==> config.mk <==
export PLATFORM = sky130hd
export DESIGN_NAME = fadd48
export DESIGN_NICKNAME = d
export VERILOG_FILES = /design/src/rtl/fadd48_pkg.sv /design/src/rtl/fadd48_align.sv /design/src/rtl/fadd48_magadd.sv /design/src/rtl/fadd48_norm.sv /design/src/rtl/fadd48.sv
export SDC_FILE = /design/constraint.sdc
export NUM_CORES = 1
export LEC_CHECK = 0
export BUFFER_PORTS_ARGS = -buffer_cell sky130_fd_sc_hd__buf_2
export CELL_PAD_IN_SITES_DETAIL_PLACEMENT = 1
export CELL_PAD_IN_SITES_GLOBAL_PLACEMENT = 2
export CORE_MARGIN = 2
export CORE_UTILIZATION = 35
export DETAILED_ROUTE_END_ITERATION = 7
export PLACE_DENSITY_LB_ADDON = 0.1
export SYNTH_ARGS = -nofsm -noshare
export SYNTH_HDL_FRONTEND = slang
export SYNTH_SLANG_ARGS = --single-unit
==> constraint.sdc <==
create_clock -name clk -period 7.4 [get_ports clk]
set_clock_uncertainty 0.05 [all_clocks]
set_input_delay 0.37 -clock clk [delete_from_list [all_inputs] [get_ports clk]]
set_output_delay 0.37 -clock clk [all_outputs]
set_load 0.02 [all_outputs]
==> src/rtl/fadd48_pkg.sv <==
`timescale 1ns/1ps
package fadd48_pkg;
    localparam int EXP_W  = 11;
    localparam int FRAC_W = 36;
    localparam int WORD_W = 1 + EXP_W + FRAC_W;
    localparam int LZ_W   = $clog2(FRAC_W + 1);
    localparam int EXPX_W = EXP_W + 2;

    typedef struct packed {
        logic              sign;
        logic [EXP_W-1:0]  exp;
        logic [FRAC_W-1:0] frac;
    } fp_t;

    typedef struct packed {
        logic              valid;
        logic              sign;
        logic [EXP_W-1:0]  exp;
        logic [FRAC_W:0]   mag;
    } sum_stage_t;

    typedef struct packed {
        logic valid;
        fp_t  res;
        logic zero;
        logic ovf;
        logic unf;
    } out_stage_t;

    typedef struct packed {
        sum_stage_t s1;
        out_stage_t o;
    } pipe_t;
endpackage

==> src/rtl/fadd48_align.sv <==
`timescale 1ns/1ps
module fadd48_align
    import fadd48_pkg::*;
(
    input  fp_t               a_i,
    input  fp_t               b_i,
    output fp_t               big_o,
    output logic [FRAC_W-1:0] small_frac_o,
    output logic              small_sign_o
);
    logic             swap;
    fp_t              lo;
    logic [EXP_W-1:0] gap;

    always_comb begin
        // a zero fraction never leads while the other one is nonzero
        swap = (a_i.frac == '0) || ((b_i.frac != '0) && (b_i.exp > a_i.exp));
        big_o = swap ? b_i : a_i;
        lo    = swap ? a_i : b_i;
        gap   = big_o.exp - lo.exp;
        small_sign_o = lo.sign;
        if (lo.frac == '0 || gap >= EXP_W'(FRAC_W)) begin
            small_frac_o = '0;
        end else begin
            small_frac_o = lo.frac >> gap;
        end
    end
endmodule

==> src/rtl/fadd48_magadd.sv <==
`timescale 1ns/1ps
module fadd48_magadd
    import fadd48_pkg::*;
(
    input  logic              big_sign_i,
    input  logic [FRAC_W-1:0] big_frac_i,
    input  logic              small_sign_i,
    input  logic [FRAC_W-1:0] small_frac_i,
    output logic              sign_o,
    output logic [FRAC_W:0]   mag_o
);
    always_comb begin
        if (big_sign_i == small_sign_i) begin
            mag_o  = {1'b0, big_frac_i} + {1'b0, small_frac_i};
            sign_o = big_sign_i;
        end else if (big_frac_i >= small_frac_i) begin
            mag_o  = {1'b0, big_frac_i - small_frac_i};
            sign_o = big_sign_i;
        end else begin
            mag_o  = {1'b0, small_frac_i - big_frac_i};
            sign_o = small_sign_i;
        end
    end
endmodule

==> src/rtl/fadd48_norm.sv <==
`timescale 1ns/1ps
module fadd48_norm
    import fadd48_pkg::*;
(
    input  logic              sign_i,
    input  logic [EXP_W-1:0]  exp_i,
    input  logic [FRAC_W:0]   mag_i,
    output fp_t               res_o,
    output logic              zero_o,
    output logic              ovf_o,
    output logic              unf_o
);
    logic              carry;
    logic [FRAC_W-1:0] body;
    logic [FRAC_W-1:0] shifted;
    logic [LZ_W-1:0]   lz;
    logic              found;
    logic [EXPX_W-1:0] ex;
    logic              ex_neg;
    logic              ex_big;

    always_comb begin
        carry = mag_i[FRAC_W];
        body  = carry ? mag_i[FRAC_W:1] : mag_i[FRAC_W-1:0];
        lz    = '0;
        found = 1'b0;
        for (int i = FRAC_W - 1; i >= 0; i--) begin
            if (!found && body[i]) begin
                lz    = LZ_W'(FRAC_W - 1 - i);
                found = 1'b1;
            end
        end
        shifted = body << lz;
        ex      = EXPX_W'(exp_i) + EXPX_W'(carry) - EXPX_W'(lz);
        ex_neg  = ex[EXPX_W-1];
        ex_big  = !ex_neg && (ex[EXPX_W-2:EXP_W] != '0);

        res_o  = '0;
        zero_o = 1'b0;
        ovf_o  = 1'b0;
        unf_o  = 1'b0;
        if (mag_i == '0) begin
            zero_o = 1'b1;
        end else if (ex_neg) begin
            zero_o = 1'b1;
            unf_o  = 1'b1;
        end else if (ex_big) begin
            ovf_o  = 1'b1;
            res_o  = '{sign: sign_i, exp: '1, frac: '1};
        end else begin
            res_o  = '{sign: sign_i, exp: ex[EXP_W-1:0], frac: shifted};
        end
    end
endmodule

==> src/rtl/fadd48.sv <==
`timescale 1ns/1ps
module fadd48
    import fadd48_pkg::*;
(
    input  logic              clk,
    input  logic              rst_n,
    input  logic              in_valid,
    input  logic              op_sub,
    input  logic [WORD_W-1:0] opa,
    input  logic [WORD_W-1:0] opb,
    output logic              out_valid,
    output logic [WORD_W-1:0] result,
    output logic              zero,
    output logic              overflow,
    output logic              underflow
);
    pipe_t             st_d, st_q;
    fp_t               a_in, b_eff, big;
    logic [FRAC_W-1:0] small_frac;
    logic              small_sign;
    logic              sum_sign;
    logic [FRAC_W:0]   sum_mag;
    fp_t               n_res;
    logic              n_zero, n_ovf, n_unf;

    always_comb begin
        a_in       = fp_t'(opa);
        b_eff      = fp_t'(opb);
        b_eff.sign = opb[WORD_W-1] ^ op_sub;
    end

    fadd48_align u_align (
        .a_i          (a_in),
        .b_i          (b_eff),
        .big_o        (big),
        .small_frac_o (small_frac),
        .small_sign_o (small_sign)
    );

    fadd48_magadd u_magadd (
        .big_sign_i   (big.sign),
        .big_frac_i   (big.frac),
        .small_sign_i (small_sign),
        .small_frac_i (small_frac),
        .sign_o       (sum_sign),
        .mag_o        (sum_mag)
    );

    fadd48_norm u_norm (
        .sign_i (st_q.s1.sign),
        .exp_i  (st_q.s1.exp),
        .mag_i  (st_q.s1.mag),
        .res_o  (n_res),
        .zero_o (n_zero),
        .ovf_o  (n_ovf),
        .unf_o  (n_unf)
    );

    always_comb begin
        st_d          = st_q;
        st_d.s1.valid = in_valid;
        if (in_valid) begin
            st_d.s1.sign = sum_sign;
            st_d.s1.exp  = big.exp;
            st_d.s1.mag  = sum_mag;
        end
        st_d.o.valid = st_q.s1.valid;
        if (st_q.s1.valid) begin
            st_d.o.res  = n_res;
            st_d.o.zero = n_zero;
            st_d.o.ovf  = n_ovf;
            st_d.o.unf  = n_unf;
        end
    end

    always_ff @(posedge clk or negedge rst_n) begin
        if (!rst_n) begin
            st_q <= '0;
        end else begin
            st_q <= st_d;
        end
    end

    assign out_valid = st_q.o.valid;
    assign result    = st_q.o.res;
    assign zero      = st_q.o.zero;
    assign overflow  = st_q.o.ovf;
    assign underflow = st_q.o.unf;

    AST_ZERO_CLEAN: assert property (@(posedge clk) disable iff (!rst_n)
        out_valid && zero |-> result == '0);
    AST_NORM_MSB: assert property (@(posedge clk) disable iff (!rst_n)
        out_valid && !zero |-> result[FRAC_W-1]);
    AST_OVF_SAT: assert property (@(posedge clk) disable iff (!rst_n)
        out_valid && overflow |-> (result[WORD_W-2:0] == '1));
    AST_FLAG_EXCL: assert property (@(posedge clk) disable iff (!rst_n)
        !(overflow && underflow));
    AST_UNF_FLUSH: assert property (@(posedge clk) disable iff (!rst_n)
        out_valid && underflow |-> zero && result == '0);
    AST_STAGE_ONE: assert property (@(posedge clk) disable iff (!rst_n)
        in_valid |=> st_q.s1.valid);
    AST_STAGE_TWO: assert property (@(posedge clk) disable iff (!rst_n)
        st_q.s1.valid |=> out_valid);
endmodule

==> flow_metrics.env, run 1 <==
export IMPL_slowest_stage="or4_4"
export IMPL_cts_root_buf="clkbuf_16"
export IMPL_crit_required_ns=7.62
export IMPL_maxCapViolations=0
export IMPL_rsz0062_at_grt="true"
export IMPL_synth_top_flop_cell="dfrtp_1"
export IMPL_antenna_left=0
export IMPL_multi_input_area_um2=14200
export IMPL_io_pins=152
export IMPL_path_buf_inv=7
export IMPL_hold_viol=0
export IMPL_slew_headroom_pct=10.5
export IMPL_critPathMaxFanout=5
export IMPL_cts_made_buffers=9
export IMPL_drcViolationCount=0
export IMPL_layout_commonest_cell="buf_4"
export IMPL_worst_pin_slew_ns=1.31
export IMPL_synth_warnings=0
export IMPL_grt_start_max_net_pins=83
export IMPL_fmax_ghz=0.136
export IMPL_htree_levels=3
export IMPL_vias_per_cell=5.85
export IMPL_vias=21885
export IMPL_syn_inst=2536
export IMPL_fin_crit_ns=7.35
export IMPL_status="complete, no violations"
export IMPL_dr_pass1_iters=6
export IMPL_grt_pass1_vias=22639
export IMPL_synth_async_reset_ratio_pct=100
export IMPL_wl_mm=90.3
export IMPL_slew_violations=0
export IMPL_final_area_um2=23700
export IMPL_worstSkewPairLatency_ns=0.38
export IMPL_rows=81
export IMPL_port_buffers=151
export IMPL_synth_cell_types=91
export IMPL_syn_avg_cell_area_um2=6.91
export IMPL_fp_dieW_um=228
export IMPL_grt_first_pass_wirelength_mm=137
export IMPL_crit_arrival_ns=7.57
export IMPL_p_leak_nw=10.9
export IMPL_cpLargestDelayFamily="compound AO/OA/AOI/OAI gates"
export IMPL_coreArea_um2=49200
export IMPL_initial_core_util_pct=35.6
export IMPL_ff_latch_area_um2=2550
export IMPL_cts_tree="yes"
export IMPL_hpwl_mm=75.2
export IMPL_min_period_over_period_pct=99.3
export IMPL_drtIter0Drc=1518
export IMPL_die_y_um=228
export IMPL_syn_nets=2767
export IMPL_fin_nets=3303
export IMPL_synth_seq_cells=102
export IMPL_worstSetupPathType="input port to register"
export IMPL_synth_edff_count=0
export IMPL_syn2layout_area_growth_pct=35.3
export IMPL_overflow=0
export IMPL_hold_class="input port to register"
export IMPL_track_usage_pct=33.5
export IMPL_die_area_um2=51900
export IMPL_synthesis_area_um2=17500
export IMPL_fillers=6309
export IMPL_mostFrequentLayoutCells="570 x buf_4, 323 x nand2_1, 268 x nor2_1"
export IMPL_yosysSeqAreaShare_pct=14.6
export IMPL_cp_common_cell="buf_4"
export IMPL_path_clk_slew_ns=0.08
export IMPL_dp_slack_ns=-0.890
export IMPL_cts_path_max_buffers=2
export IMPL_clock_sinks=102
export IMPL_post_drt_wl_per_cell_um=24.1
export IMPL_layout_drive_gt1_share_pct=31.3
export IMPL_p_per_area_nw_per_um2=224
export IMPL_worst_setup_path_end_kind="register"
export IMPL_max_stage_delay_ns=0.43
export IMPL_gp_congestion=0.981
export IMPL_setup_ws_ns=0.0482
export IMPL_ir_drop_mv=0.126
export IMPL_dpl_cell_area_um2=22400
export IMPL_antenna_found_initial=2
export IMPL_setup_viol=0
export IMPL_worst_setup_path_start_kind="input port"
area by class of cell:
type                       count  share of cell area (%)
inverter                     150                    2.38
tap                          664                    3.51
clock buffer                  10                    1.01
antenna                        1                  0.0106
timing repair buffer         736                    22.3
multi-input combinational   2073                    59.7
sequential                   102                    10.8
clock inverter                 6                   0.264
where the power goes:
part | total (mW) | internal, mW | switching [mW] | leakage [nW]
Clock | 0.511 | 0.248 | 0.263 | 0.147
Sequential | 0.991 | 0.741 | 0.250 | 1.21
Combinational | 3.81 | 1.55 | 2.26 | 9.55
Total | 5.31 | 2.54 | 2.77 | 10.9
path summary, 6_finish.rpt:
path | from | endpoint | slack, ns | depth (start not counted)
worst max-delay path | opa[43] | st_q[80] | 0.05 | 37
worst min-delay path | opa[46] | st_q[99] | 0.32 | 4
worst max register to register | st_q[88] | result[29] | 0.72 | 21
worst min register to register | overflow | overflow | 0.43 | 1
max in group asynchronous | rst_n | st_q[88] | 5.51 | 3
min in group asynchronous | rst_n | result[44] | 0.46 | 2
state kept, by name (all words and copies together), names as in the netlist:
register,count
st_q,49
result,48
out_valid,1
overflow,1
st_d,1
underflow,1
zero,1
through the flow:
step / cells / total power, mW / hold WS, ns / utilization (%) / setup TNS [ns]
global route: 3742 / 5.63 / 0.334 / 48.2 / -2.31
finish: 3742 / 5.31 / 0.320 / 48.2 / 0
detailed placement: 3700 / 4.57 / 0.345 / 45.6 / -20.74
CTS: 3718 / 5.12 / 0.305 / 46.5 / -0.0113
floorplan: 2536 / 3.06 / 0.0244 / - / 0
global placement: 3700 / 4.50 / 0.331 / 45.6 / -13.80
cells in the mapped netlist, types with 14 or more instances:
cell type / n / area, um2
nor3_1: 62 / 310
o211ai_1: 37 / 278
inv_1: 133 / 499
a21o_1: 33 / 248
mux2i_1: 110 / 1100
o21a_1: 14 / 105
a211oi_1: 30 / 225
nor2b_1: 20 / 125
a21oi_1: 231 / 1160
or3_1: 20 / 125
dfrtp_1: 102 / 2550
xnor2_1: 45 / 394
o22ai_1: 19 / 119
buf_2: 32 / 160
o31ai_1: 19 / 143
and3_1: 14 / 87.6
ha_1: 127 / 1590
o21ai_0: 173 / 866
clkbuf_1: 111 / 417
nand2_1: 328 / 1230
o21bai_1: 42 / 315
buf_1: 15 / 56.3
nand3_1: 64 / 320
o2bb2ai_1: 18 / 158
nand2b_1: 23 / 144
nand4_1: 19 / 119
nor2_1: 273 / 1020
and2_1: 19 / 119
nor4_1: 34 / 213
a31oi_1: 43 / 269
buf_4: 51 / 383
mux2_2: 43 / 484
routing by layer:
metal / global-route usage, % / wire, um / vias up
met5: 0 / 15 / -
met4: 16.2 / 5000 / 2
met3: 2.50 / 3850 / 190
met2: 56.8 / 42600 / 698
met1: 43.2 / 38900 / 10840
li1: - / - / 10155
tightest hold or removal path, delay by kind of cell:
| kind | cells | cell delay (ns) |
|---|---|---|
| compound gates | 1 | 0.07 |
| simple gates | 1 | 0.06 |
| buf+inv | 2 | 0.21 |
cell families (layout without fill, tap and decap cells):
| family | Yosys count | in the layout | share of synthesized area, % |
|---|---|---|---|
| compound gates | 806 | 806 | 29.9 |
| xor+xnor | 58 | 58 | 2.98 |
| fa+ha+maj | 131 | 131 | 9.53 |
| buf+inv | 361 | 902 | 9.10 |
| flops | 102 | 102 | 14.6 |
| mux | 163 | 163 | 10.3 |
| other cells | 0 | 1 | 0 |
| simple gates | 915 | 915 | 23.6 |
what timing repair did:
action	4_1_cts	5_1_grt
endpoints found under the setup margin	35	37
hold buffers	1	0
gates resized for setup	24	135
pin swaps	2	51
endpoints found under the hold margin	42	0
buffers inserted	1	22
gates cloned	0	1
(Power assumes the default switching activity.)
==> run 2, diff against run 1 <==
==> constraint.sdc (replaced) <==
create_clock -name clk -period 8.11 [get_ports clk]
set_clock_uncertainty 0.05 [all_clocks]
set_input_delay 0.4055 -clock clk [delete_from_list [all_inputs] [get_ports clk]]
set_output_delay 0.4055 -clock clk [all_outputs]
set_load 0.02 [all_outputs]
==> flow_metrics.env, run 2 (synthesis gave the netlist of run 1 again) <==
export IMPL_initial_core_util_pct=35.6
export IMPL_track_usage_pct=31.7
export IMPL_fin_crit_ns=7.69
export IMPL_critPathMaxFanout=11
export IMPL_gp_congestion=0.937
export IMPL_cts_made_buffers=9
export IMPL_syn2layout_area_growth_pct=17.5
export IMPL_overflow=0
export IMPL_crit_required_ns=8.28
export IMPL_r2r_slack_ns=1.66
export IMPL_largest_reg_flops=49
export IMPL_p_per_area_nw_per_um2=218
export IMPL_post_drt_wl_per_cell_um=24.9
export IMPL_p_total_mw=4.48
export IMPL_layout_drive_gt1_share_pct=19.7
export IMPL_cp_common_cell="buf_4"
export IMPL_fillers=6297
export IMPL_rsz0062_at_grt="false"
export IMPL_clock_sinks=102
export IMPL_wl_met3_mm=2.87
export IMPL_grt_pass1_vias=20580
export IMPL_drt_met1_wl_mm=37.2
export IMPL_ir_drop_mv=0.106
export IMPL_worst_setup_path_start_kind="input port"
export IMPL_mostFrequentLayoutCells="326 x nand2_1, 269 x nor2_1, 226 x a21oi_1"
export IMPL_max_stage_delay_ns=0.43
export IMPL_crit_path_start="opa[41]"
export IMPL_reg2reg_from="st_q[88]"
export IMPL_wl_mm=84.3
export IMPL_drcViolationCount=0
export IMPL_antenna_left=0
export IMPL_antenna_found_initial=0
export IMPL_path_clk_slew_ns=0.09
export IMPL_die_y_um=228
export IMPL_worstSkewPairLatency_ns=0.38
export IMPL_crit_end="st_q[82]"
export IMPL_worstSetupPathType="input port to register"
export IMPL_hold_class="input port to register"
export IMPL_maxCapViolations=0
export IMPL_coreArea_um2=49200
export IMPL_final_cells=3391
export IMPL_grt_start_max_net_pins=82
export IMPL_status="complete, no violations"
export IMPL_min_period_over_period_pct=94.8
export IMPL_reg2reg_to="result[29]"
export IMPL_met2_length_mm=40.2
export IMPL_htree_levels=3
export IMPL_slowest_stage="or4_1"
export IMPL_grt_first_pass_wirelength_mm=129
export IMPL_port_buffers=151
export IMPL_fin_nets=2952
export IMPL_fmax_ghz=0.130
export IMPL_hpwl_mm=69.4
export IMPL_slew_violations=0
export IMPL_multi_input_area_um2=13600
export IMPL_routed_top_layer="met4"
export IMPL_dp_slack_ns=-0.480
export IMPL_dpl_cell_area_um2=20000
export IMPL_vias=20119
export IMPL_final_area_um2=20600
export IMPL_drtIter0Drc=1639
export IMPL_regMostFlops="st_q"
export IMPL_fp_dieW_um=228
export IMPL_worst_pin_slew_ns=1.14
export IMPL_cts_path_max_buffers=2
export IMPL_dp_cells=3369
export IMPL_crit_arrival_ns=7.86
export IMPL_setup_ws_ns=0.422
export IMPL_reg2reg_depth=21
export IMPL_io_pins=152
export IMPL_worst_setup_path_end_kind="register"
export IMPL_die_area_um2=51900
export IMPL_ff_latch_area_um2=2550
export IMPL_hold_viol=0
export IMPL_dr_pass1_iters=5
export IMPL_p_leak_nw=9.15
export IMPL_cts_root_buf="clkbuf_16"
export IMPL_cts_tree="yes"
export IMPL_rows=81
export IMPL_setup_viol=0
export IMPL_slew_headroom_pct=23.9
export IMPL_layout_commonest_cell="nand2_1"
export IMPL_vias_per_cell=5.93
## run 2: changes by cell type in the layout (fill, tap and decap cells not counted), sizes merged
cell	delta
buf	-351
bufinv	+2
inv	-2
clkbuf	-1
clkinv	+1
## run 2: worst min path at each step
stage / to / slack (ns) / from / depth (start not counted)
2_1_floorplan: out_valid / 0.06 / rst_n / 0
3_3_place_gp: result[38] / 0.40 / rst_n / 1
3_5_place_dp: result[38] / 0.40 / rst_n / 1
4_1_cts: st_q[99] / 0.22 / opa[46] / 3
5_1_grt: st_q[99] / 0.26 / opa[46] / 3
6_report: st_q[99] / 0.24 / opa[46] / 3
## run 2: what timing repair did
item,4_1_cts,5_1_grt
resized for setup,2,40
hold buffers,1,0
setup buffers,0,3
gates cloned,0,1
pin swaps,0,4
endpoints found under the setup margin,4,37
hold endpoints to repair,40,0
## run 2: final cells by class
class | count | share of cell area, %
clock buffers | 9 | 1.09
inverters | 150 | 2.74
well taps | 664 | 4.04
clock inverters | 7 | 0.620
flip-flops and latches | 102 | 12.4
repair buffers | 385 | 12.9
diodes | 1 | 0.0122
multi-input cells | 2073 | 66.2
## run 2: critical path, delay by kind of cell
kind                     cells  cell delay (ns)
AND/OR/NAND/NOR              6             1.60
multiplexers                 1             0.29
AO/OA/AOI/OAI               16             3.07
buffers and inverters        8             1.25
XOR/XNOR                     1             0.18
adder cells (fa/ha/maj)      3             1.03
## run 2: metal layers
layer / vias to the layer above / track usage [%]
li1: 9445 / -
met1: 10037 / 40.9
met2: 512 / 54.4
met3: 125 / 1.99
met4: 0 / 13.9
met5: - / 0
## run 2: per-stage QoR
| stage | hold WS [ns] | utilization (%) | setup TNS (ns) |
|---|---|---|---|
| 2_1_floorplan | 0.0599 | - | 0 |
| 3_3_place_gp | 0.399 | 40.7 | -2.53 |
| 3_5_place_dp | 0.403 | 40.7 | -4.61 |
| 4_1_cts | 0.224 | 41.4 | 0 |
| 5_1_grt | 0.256 | 41.9 | 0 |
| 6_report | 0.240 | 41.9 | 0 |
## run 2: power by group
group	switching [mW]	total, mW	internal [mW]
registers	0.234	0.910	0.676
clock network	0.236	0.517	0.281
logic	1.92	3.06	1.14
total	2.39	4.48	2.10
